File: src/rtl/rsm_pkg.sv
package rsm_pkg;

    // Bytes always kept free between tail and head
    localparam int GUARD_BYTES = 8;
    // Pointers are treated as 8-byte aligned
    localparam int ALIGN_BITS  = 3;

    typedef enum logic [0:0] {
        ST_IDLE = 1'b0,
        ST_POLL = 1'b1
    } rsm_state_e;

    // Captured request while it is pending
    typedef struct packed {
        logic        quiesce;
        logic [31:0] bytes;
    } rsm_req_t;

    function automatic int unsigned align_clear_mask(input int unsigned w);
        return (w > ALIGN_BITS) ? ALIGN_BITS : w;
    endfunction

endpackage

File: src/rtl/rsm_space_calc.sv
module rsm_space_calc
    import rsm_pkg::*;
#(
    parameter int ADDR_W = 16,
    parameter int LOG_W  = $clog2(ADDR_W + 1)
) (
    input  logic              clk,
    input  logic              rst,
    input  logic [LOG_W-1:0]  size_log2,
    input  logic [ADDR_W-1:0] head_raw,
    input  logic [ADDR_W-1:0] tail_raw,
    output logic [ADDR_W-1:0] head_m,
    output logic [ADDR_W-1:0] tail_m,
    output logic [ADDR_W:0]   size_bytes,
    output logic [ADDR_W:0]   free_bytes,
    output logic              empty
);
    localparam int CW = ADDR_W + 2;
    localparam int LOWCLR = align_clear_mask(ADDR_W);
    localparam logic [CW-1:0]   GUARD_C = CW'(GUARD_BYTES);
    localparam logic [ADDR_W:0] GUARD_S = (ADDR_W + 1)'(GUARD_BYTES);

    logic [ADDR_W:0]   size_minus1;
    logic [ADDR_W-1:0] ptr_mask;
    logic [CW-1:0]     diff;
    logic [CW-1:0]     wrapped;

    always_comb begin
        size_bytes  = {{ADDR_W{1'b0}}, 1'b1} << size_log2;
        size_minus1 = size_bytes - {{ADDR_W{1'b0}}, 1'b1};
        ptr_mask    = size_minus1[ADDR_W-1:0];
        ptr_mask[LOWCLR-1:0] = '0;
    end

    assign head_m = head_raw & ptr_mask;
    assign tail_m = tail_raw & ptr_mask;

    always_comb begin
        diff    = {2'b00, head_m} - ({2'b00, tail_m} + GUARD_C);
        wrapped = diff;
        if (diff[CW-1]) begin
            wrapped = diff + {1'b0, size_bytes};
        end
    end

    assign free_bytes = wrapped[ADDR_W:0];
    assign empty      = (head_m == tail_m);

    AST_FREE_BOUND: assert property (@(posedge clk) disable iff (rst)
        (size_log2 >= LOG_W'(4) && size_log2 <= LOG_W'(ADDR_W)) |-> (free_bytes <= size_bytes - GUARD_S))
        else $error("free space above size minus guard");
    AST_EMPTY_FULLROOM: assert property (@(posedge clk) disable iff (rst)
        (empty && size_log2 >= LOG_W'(4) && size_log2 <= LOG_W'(ADDR_W)) |-> (free_bytes == size_bytes - GUARD_S))
        else $error("empty ring without full room");

endmodule

File: src/rtl/rsm_poll_ctrl.sv
module rsm_poll_ctrl
    import rsm_pkg::*;
#(
    parameter int ADDR_W  = 16,
    parameter int TIMEOUT = 10000,
    parameter int CNT_W   = $clog2(TIMEOUT + 1)
) (
    input  logic              clk,
    input  logic              rst,
    input  logic              req_valid,
    input  logic [ADDR_W:0]   req_bytes,
    input  logic              req_quiesce,
    input  logic [ADDR_W:0]   size_bytes,
    input  logic [ADDR_W:0]   free_bytes,
    input  logic [ADDR_W-1:0] head_m,
    output logic              grant,
    output logic              busy_err,
    output logic              waiting
);
    localparam logic [CNT_W-1:0] LAST_POLL = CNT_W'(TIMEOUT - 1);
    localparam logic [ADDR_W:0]  GUARD_S   = (ADDR_W + 1)'(GUARD_BYTES);

    rsm_state_e        state;
    rsm_req_t          pend;
    logic [ADDR_W-1:0] last_head;
    logic [CNT_W-1:0]  poll_cnt;
    logic              room_ok;
    logic              head_moved;
    logic              limit_hit;

    always_comb begin
        if (pend.quiesce) begin
            room_ok = (free_bytes == size_bytes - GUARD_S);
        end else begin
            room_ok = ({{(31 - ADDR_W){1'b0}}, free_bytes} >= pend.bytes);
        end
        head_moved = (head_m != last_head);
        limit_hit  = !head_moved && (poll_cnt == LAST_POLL);
    end

    always_ff @(posedge clk) begin
        if (rst) begin
            state     <= ST_IDLE;
            pend      <= '0;
            last_head <= '0;
            poll_cnt  <= '0;
            grant     <= 1'b0;
            busy_err  <= 1'b0;
        end else begin
            grant    <= 1'b0;
            busy_err <= 1'b0;
            unique case (state)
                ST_IDLE: begin
                    if (req_valid) begin
                        pend.bytes   <= {{(31 - ADDR_W){1'b0}}, req_bytes};
                        pend.quiesce <= req_quiesce;
                        last_head    <= head_m;
                        poll_cnt     <= '0;
                        state        <= ST_POLL;
                    end
                end
                ST_POLL: begin
                    last_head <= head_m;
                    if (room_ok) begin
                        grant <= 1'b1;
                        state <= ST_IDLE;
                    end else if (limit_hit) begin
                        busy_err <= 1'b1;
                        state    <= ST_IDLE;
                    end else if (head_moved) begin
                        poll_cnt <= '0;
                    end else begin
                        poll_cnt <= poll_cnt + 1'b1;
                    end
                end
                default: state <= ST_IDLE;
            endcase
        end
    end

    assign waiting = (state == ST_POLL);

    AST_GRANT_PULSE: assert property (@(posedge clk) disable iff (rst)
        grant |=> !grant)
        else $error("grant longer than one cycle");
    AST_BUSY_PULSE: assert property (@(posedge clk) disable iff (rst)
        busy_err |=> !busy_err)
        else $error("busy longer than one cycle");
    AST_BUSY_ENDS_WAIT: assert property (@(posedge clk) disable iff (rst)
        busy_err |-> !waiting)
        else $error("still waiting after busy");
    AST_NO_DOUBLE_END: assert property (@(posedge clk) disable iff (rst)
        !(grant && busy_err))
        else $error("grant and busy together");
    AST_CNT_BOUND: assert property (@(posedge clk) disable iff (rst)
        poll_cnt < CNT_W'(TIMEOUT))
        else $error("poll count past limit");
    AST_WAIT_START: assert property (@(posedge clk) disable iff (rst)
        $rose(waiting) |-> $past(req_valid))
        else $error("wait without request");
    AST_PEND_HELD: assert property (@(posedge clk) disable iff (rst)
        (waiting && $past(waiting)) |-> $stable(pend))
        else $error("pending request replaced");

endmodule

File: src/rtl/ring_space_monitor.sv
module ring_space_monitor
    import rsm_pkg::*;
#(
    parameter int ADDR_W  = 16,
    parameter int TIMEOUT = 10000,
    parameter int LOG_W   = $clog2(ADDR_W + 1)
) (
    input  logic              clk,
    input  logic              rst,
    input  logic [LOG_W-1:0]  size_log2,
    input  logic [ADDR_W-1:0] head_ptr,
    input  logic [ADDR_W-1:0] tail_ptr,
    input  logic              req_valid,
    input  logic [ADDR_W:0]   req_bytes,
    input  logic              req_quiesce,
    output logic              grant,
    output logic              busy_err,
    output logic              wait_flag,
    output logic              ring_empty,
    output logic [ADDR_W:0]   free_bytes
);
    logic [ADDR_W-1:0] head_m;
    logic [ADDR_W-1:0] tail_m;
    logic [ADDR_W:0]   size_bytes;

    rsm_space_calc #(.ADDR_W(ADDR_W), .LOG_W(LOG_W)) space_i (
        .clk        (clk),
        .rst        (rst),
        .size_log2  (size_log2),
        .head_raw   (head_ptr),
        .tail_raw   (tail_ptr),
        .head_m     (head_m),
        .tail_m     (tail_m),
        .size_bytes (size_bytes),
        .free_bytes (free_bytes),
        .empty      (ring_empty)
    );

    rsm_poll_ctrl #(.ADDR_W(ADDR_W), .TIMEOUT(TIMEOUT)) poll_i (
        .clk         (clk),
        .rst         (rst),
        .req_valid   (req_valid),
        .req_bytes   (req_bytes),
        .req_quiesce (req_quiesce),
        .size_bytes  (size_bytes),
        .free_bytes  (free_bytes),
        .head_m      (head_m),
        .grant       (grant),
        .busy_err    (busy_err),
        .waiting     (wait_flag)
    );

    AST_EMPTY_MATCH: assert property (@(posedge clk) disable iff (rst)
        ring_empty |-> (head_m == tail_m))
        else $error("empty flag without pointer match");
    AST_GRANT_HAD_WAIT: assert property (@(posedge clk) disable iff (rst)
        grant |-> $past(wait_flag))
        else $error("grant without pending request");

endmodule

File: config.mk
export PLATFORM = sky130hd
export DESIGN_NAME = ring_space_monitor
export DESIGN_NICKNAME = d
export VERILOG_FILES = /design/src/rtl/rsm_pkg.sv /design/src/rtl/rsm_space_calc.sv /design/src/rtl/rsm_poll_ctrl.sv /design/src/rtl/ring_space_monitor.sv
export SDC_FILE = /design/constraint.sdc
export NUM_CORES = 1
export LEC_CHECK = 0
export BUFFER_PORTS_ARGS = -buffer_cell sky130_fd_sc_hd__buf_2
export CORE_MARGIN = 2
export CORE_UTILIZATION = 35
export CTS_CLUSTER_DIAMETER = 200
export DETAILED_ROUTE_END_ITERATION = 8
export PLACE_DENSITY = 0.51
export REMOVE_ABC_BUFFERS = 1
export SYNTH_ARGS = -nofsm -noshare
export SYNTH_HDL_FRONTEND = slang
export SYNTH_HIERARCHICAL = 1
export SYNTH_SLANG_ARGS = --single-unit
File: constraint.sdc
create_clock -name clk -period 20.8 [get_ports clk]
set_clock_uncertainty 0.2 [all_clocks]
set_input_delay 6.24 -clock clk [delete_from_list [all_inputs] [get_ports clk]]
set_output_delay 6.24 -clock clk [all_outputs]
set_load 0.02 [all_outputs]
* Yosys cells after proc, flatten, opt, wreduce, memory -nomap -nowiden
Index checks and enable logic that the tools add are counted.
** Storage, ports and cells
- Register bits after elaboration :: 51
- Latch bits :: 0
- Bits in writable memories :: 0
- ROM bits :: 0
- Input bits :: 58
- Output and inout port bits :: 21
- Logic and storage cells :: 46
- Memories :: 0
** Cells by class
- Add/subtract/negate cells :: 6
- $mul :: 0
- Div/mod/pow operators :: 0
- Order comparisons :: 1
- Equality and inequality tests :: 7
- Shift operators :: 1
- Muxes and demuxes :: 15
- Bitwise logic cells :: 3
- Reductions and logical operators :: 6
** Operators by type and width (count)
- $mux 14 :: 4
- $and 16x16->16 :: 2
- $pmux 16 s2 :: 1
- $pmux 14 s2 :: 1
- $sub 16x17->18 :: 1
- $add 16x4->17 const B :: 1
- $add 17x17->17 :: 1
- $eq 17x17->1 :: 1
- $ge 17x17->1 :: 1
- $mux 17 :: 1
- $shl 1x5->17 const A :: 1
- $sub 17x4->17 const B :: 1
- $eq 16x16->1 :: 1
- $mux 16 :: 1
- $ne 16x16->1 :: 1
- $sub 16x1->16 const B :: 1
- $add 14x1->14 const B :: 1
- $eq 14x14->1 const B :: 1
- $mux 1 :: 6
- $ne 2x2->1 const B :: 3
- $reduce_and 3->1 :: 1
- $reduce_or 3->1 :: 1
- $pmux 1 s2 :: 1
- $reduce_and 2->1 :: 1
- other kinds (4) :: 4

* Longest topological paths before layout
- Depth after elaboration :: 11
- Mapped depth :: 30
- Depth with buffers taken out :: 27

* Hierarchy
The synthesis kept the hierarchy.
** Modules (own cells, without submodules)
- rsm_poll_ctrl :: times used 1, cells an instance 415, area an instance 3150.5 um^2, seq. area each 1021.0 um^2
- rsm_space_calc :: times used 1, cells an instance 328, area an instance 2185.8 um^2, seq. area each 0.0 um^2

* Least setup slack after synthesis
No wires, ideal clock.
- Kind :: in2out
- Start point :: in size_log2[1]
- End point :: out free_bytes[16]
- Arrival :: 10.398 ns
- Data required time :: 14.360 ns
- Path slack :: 3.962 ns
- Cell stages on the path :: 19
- Path buffers :: 1
- Cells stage by stage :: clkbuf_1 -> or2_2 -> a21o_1 -> and2_1 -> ha_1 -> inv_1 -> ha_1 -> nor2b_1 -> o31a_1 -> o31ai_1 -> a21boi_0 -> ha_1 -> o211a_1 -> a211oi_1 -> a211o_1 -> o21ai_0 -> a31oi_1 -> o2111ai_2 -> xnor2_1
** Between the ends
- Longest elaborated chain between the ends :: 7
- Elaborated cells on any way between the ends :: 8
- Those cells by class :: add/sub (4); shift (1); mux (1); bitwise (2)
** RTL lines
- start: declaration :: line ring_space_monitor.sv:10 : input logic [LOG_W-1:0] size_log2,
- $shl 1x5->17 (*) :: line rsm_space_calc.sv:29 : size_bytes = {{ADDR_W{1'b0}}, 1'b1} << size_log2;
- $sub 16x1->16 (*) :: line rsm_space_calc.sv:30 : size_minus1 = size_bytes - {{ADDR_W{1'b0}}, 1'b1};
- $and 16x16->16 (*) :: line rsm_space_calc.sv:36 : assign tail_m = tail_raw & ptr_mask;
- via tail_m[4] :: line ring_space_monitor.sv:23 : logic [ADDR_W-1:0] tail_m;
- $add 16x4->17 (*) :: line rsm_space_calc.sv:39 : diff = {2'b00, head_m} - ({2'b00, tail_m} + GUARD_C);
- $sub 16x17->18 (*) :: line rsm_space_calc.sv:39
- $add 17x17->17 :: line rsm_space_calc.sv:42 : wrapped = diff + {1'b0, size_bytes};
- $mux 17 (*) :: line rsm_space_calc.sv:41 : if (diff[CW-1]) begin
- end: declaration :: line ring_space_monitor.sv:20 : output logic [ADDR_W:0] free_bytes
Mark *: on every way through the listed nets, which the timed path passes. The rest lies on a longest branch.

* Worst setup path after layout
- Start point :: in size_log2[4]
- End point :: out free_bytes[16]
Same word-level chain as after synthesis.

==> results_dict.tcl <==
set metrics [dict create \
    setup_tns_ns 0 \
    arrival_ns 11.47 \
    boundaryPins 79 \
    fin_worst_hold_slack_ns 0.256 \
    nNetsFinal 914 \
    hold_viol 0 \
    drt-total-wl_um 15000 \
    insertion_delay_ns 0.30 \
    cap_violations 0 \
    drt_iter0_markers 263 \
    fill_cells 1625 \
    use_met1_pct 25.2 \
    vdd_ir_drop_max_uv 45.4 \
    antenna-diode-count 0 \
    place_congestion 0.896 \
    post-route-period-util_pct 86.1 \
    endpoint_kind "output port" \
    start_kind "primary input" \
    antenna_found_initial 0 \
    gr-max-usage-layer "met2" \
    post-route-drc-count 0 \
    row_count 45 \
    root_buffer "clkbuf_16" \
    grt_first_pass_wirelength_um 24500 \
    dr.pass1.iters 5 \
    cts_hold_buf 0 \
    postPlaceCellArea_sq_um 5800 \
    cts.sinks 51 \
    cp.required_ns 14.36 \
    max_freq_ghz 0.0558 \
    grt_pass1_vias 4950 \
    synth_area_sq_um 5310 \
    status "completed" \
    cts_buffers 5 \
    fp.dieW_um 127 \
    clkTransAtPathRegs_ns 0.06 \
    synth.avg_cell_area_sq_um 7.18 \
    cts.htree.levels 2 \
    worstSetupPathType "primary input to output port" \
    ctsLongestPathBuffers 2 \
    crit_fanout 16 \
    drive_gt1_share_pct 12.8 \
    vias 5237 \
    start_util_pct 35.3 \
    yosysWarnings 6 \
    setup_viol 0 \
    use_met2_pct 31.5 \
    grt_use_met3_pct 2.55 \
    post_drt_wl_per_cell_um 15.2 \
    power_density_nw_per_um2 80.8 \
    slew_headroom_pct 25.2 \
    vias_per_cell 5.32 \
    ant_nets 0 \
    synthCells 740 \
    grt_use_total_pct 18.6 \
    dpl.hpwl_um 11900 \
    p_leak_nw 2.55 \
    die-height_um 127 \
    worst_slew_pin_slew_ns 1.12 \
    core_sq_um 15000 \
    cts-resized-gates 0 \
    grt_max_degree 41 \
    slew_violations 0 \
    area_growth_pct 12.1 \
    portBuffers 72 \
    grt_overflow 0 \
    die_area_sq_um 16200 \
    fin_crit_ns 17.91 \
    postCtsSetupBuffers 0 \
    postLayoutCellArea_sq_um 5960 \
    cts_tree "yes" \
    rsz0062_at_grt "false" \
    hold_class "flip-flop to flip-flop" \
]
## stage by stage
| stage | cells | util [%] | setup WS [ns] | total power (W) |
|---|---|---|---|---|
| 2_1_floorplan | 716 | - | 4.11 | 0.000318 |
| 3_3_place_gp | 977 | 38.6 | 3.05 | 0.000390 |
| 3_5_place_dp | 977 | 38.6 | 2.97 | 0.000396 |
| 4_1_cts | 985 | 39.6 | 2.94 | 0.000485 |
| 5_1_grt | 985 | 39.6 | 2.56 | 0.000523 |
| 6_report | 985 | 39.6 | 2.89 | 0.000481 |
## cell type report
class	count	area [sq um]	share of cell area, %
clock buffer	7	143	2.39
tap	188	235	3.95
sequential	51	1020	17.1
clock inverter	1	8.76	0.147
inverter	76	285	4.79
timing repair buffer	73	368	6.18
multi-input combinational	589	3890	65.4
## critical path: stages
cell	delay, ns
buf_2	0.19
or2_2	0.39
a21o_1	0.19
and2_1	0.15
ha_1	0.35
inv_1	0.06
ha_1	0.30
nor2b_1	0.14
o31a_1	0.28
o31ai_1	0.49
a21boi_0	0.40
ha_1	0.35
o211a_1	0.13
a211oi_1	0.30
a211o_1	0.22
o21ai_0	0.10
a31oi_1	0.23
o2111ai_2	0.13
xnor2_1	0.53
buf_2	0.27
## flip-flops by register name, summed over array words and instances (netlist names)
register	cells
poll_i/pend	18
poll_i/busy_err	1
poll_i/last_head	16
poll_i/grant	1
poll_i/waiting	1
poll_i/poll_cnt	14
## final timing paths
kind                                       from  slack, ns            endpoint  cells past startpoint
worst max-delay path               size_log2[4]       2.89      free_bytes[16]                     20
worst min-delay path             poll_i/pend[4]       0.26      poll_i/pend[4]                      2
worst max register to register  poll_i/pend[10]      17.42  poll_i/poll_cnt[0]                      9
worst min register to register   poll_i/pend[4]       0.26      poll_i/pend[4]                      2
## cells in the final DEF, fill, tap and decap left out, drive strengths merged, types with 3 or more instances in the layout
master / count
o21a: 7
nand3: 17
ha: 58
a2111oi: 5
o22ai: 6
a21oi: 66
or4: 4
conb: 3
and3: 4
o21ai: 26
a211o: 4
xnor2: 43
or3: 3
clkbuf: 7
nand2: 109
nor3: 15
xor2: 15
or2: 3
inv: 76
nor4: 8
and2: 11
nor2b: 19
nand4: 15
nor2: 51
a211oi: 4
o211ai: 15
buf: 73
a31oi: 10
nand3b: 3
dfxtp: 51
a21o: 6
nand2b: 19
mux2: 6
## layer usage
| layer | up-vias | routed length [um] |
|---|---|---|
| met5 | - | 0 |
| met4 | 0 | 153 |
| met3 | 10 | 600 |
| met2 | 116 | 7140 |
| met1 | 2441 | 7090 |
| li1 | 2670 | - |
## where the power goes
| group | switching, W | internal [W] |
|---|---|---|
| Combinational | 0.000177 | 0.000112 |
| Sequential | 0.00000329 | 0.000103 |
| Clock | 0.0000384 | 0.0000483 |
| Total | 0.000218 | 0.000263 |
No activity file was read; power rests on OpenSTA's default activity.
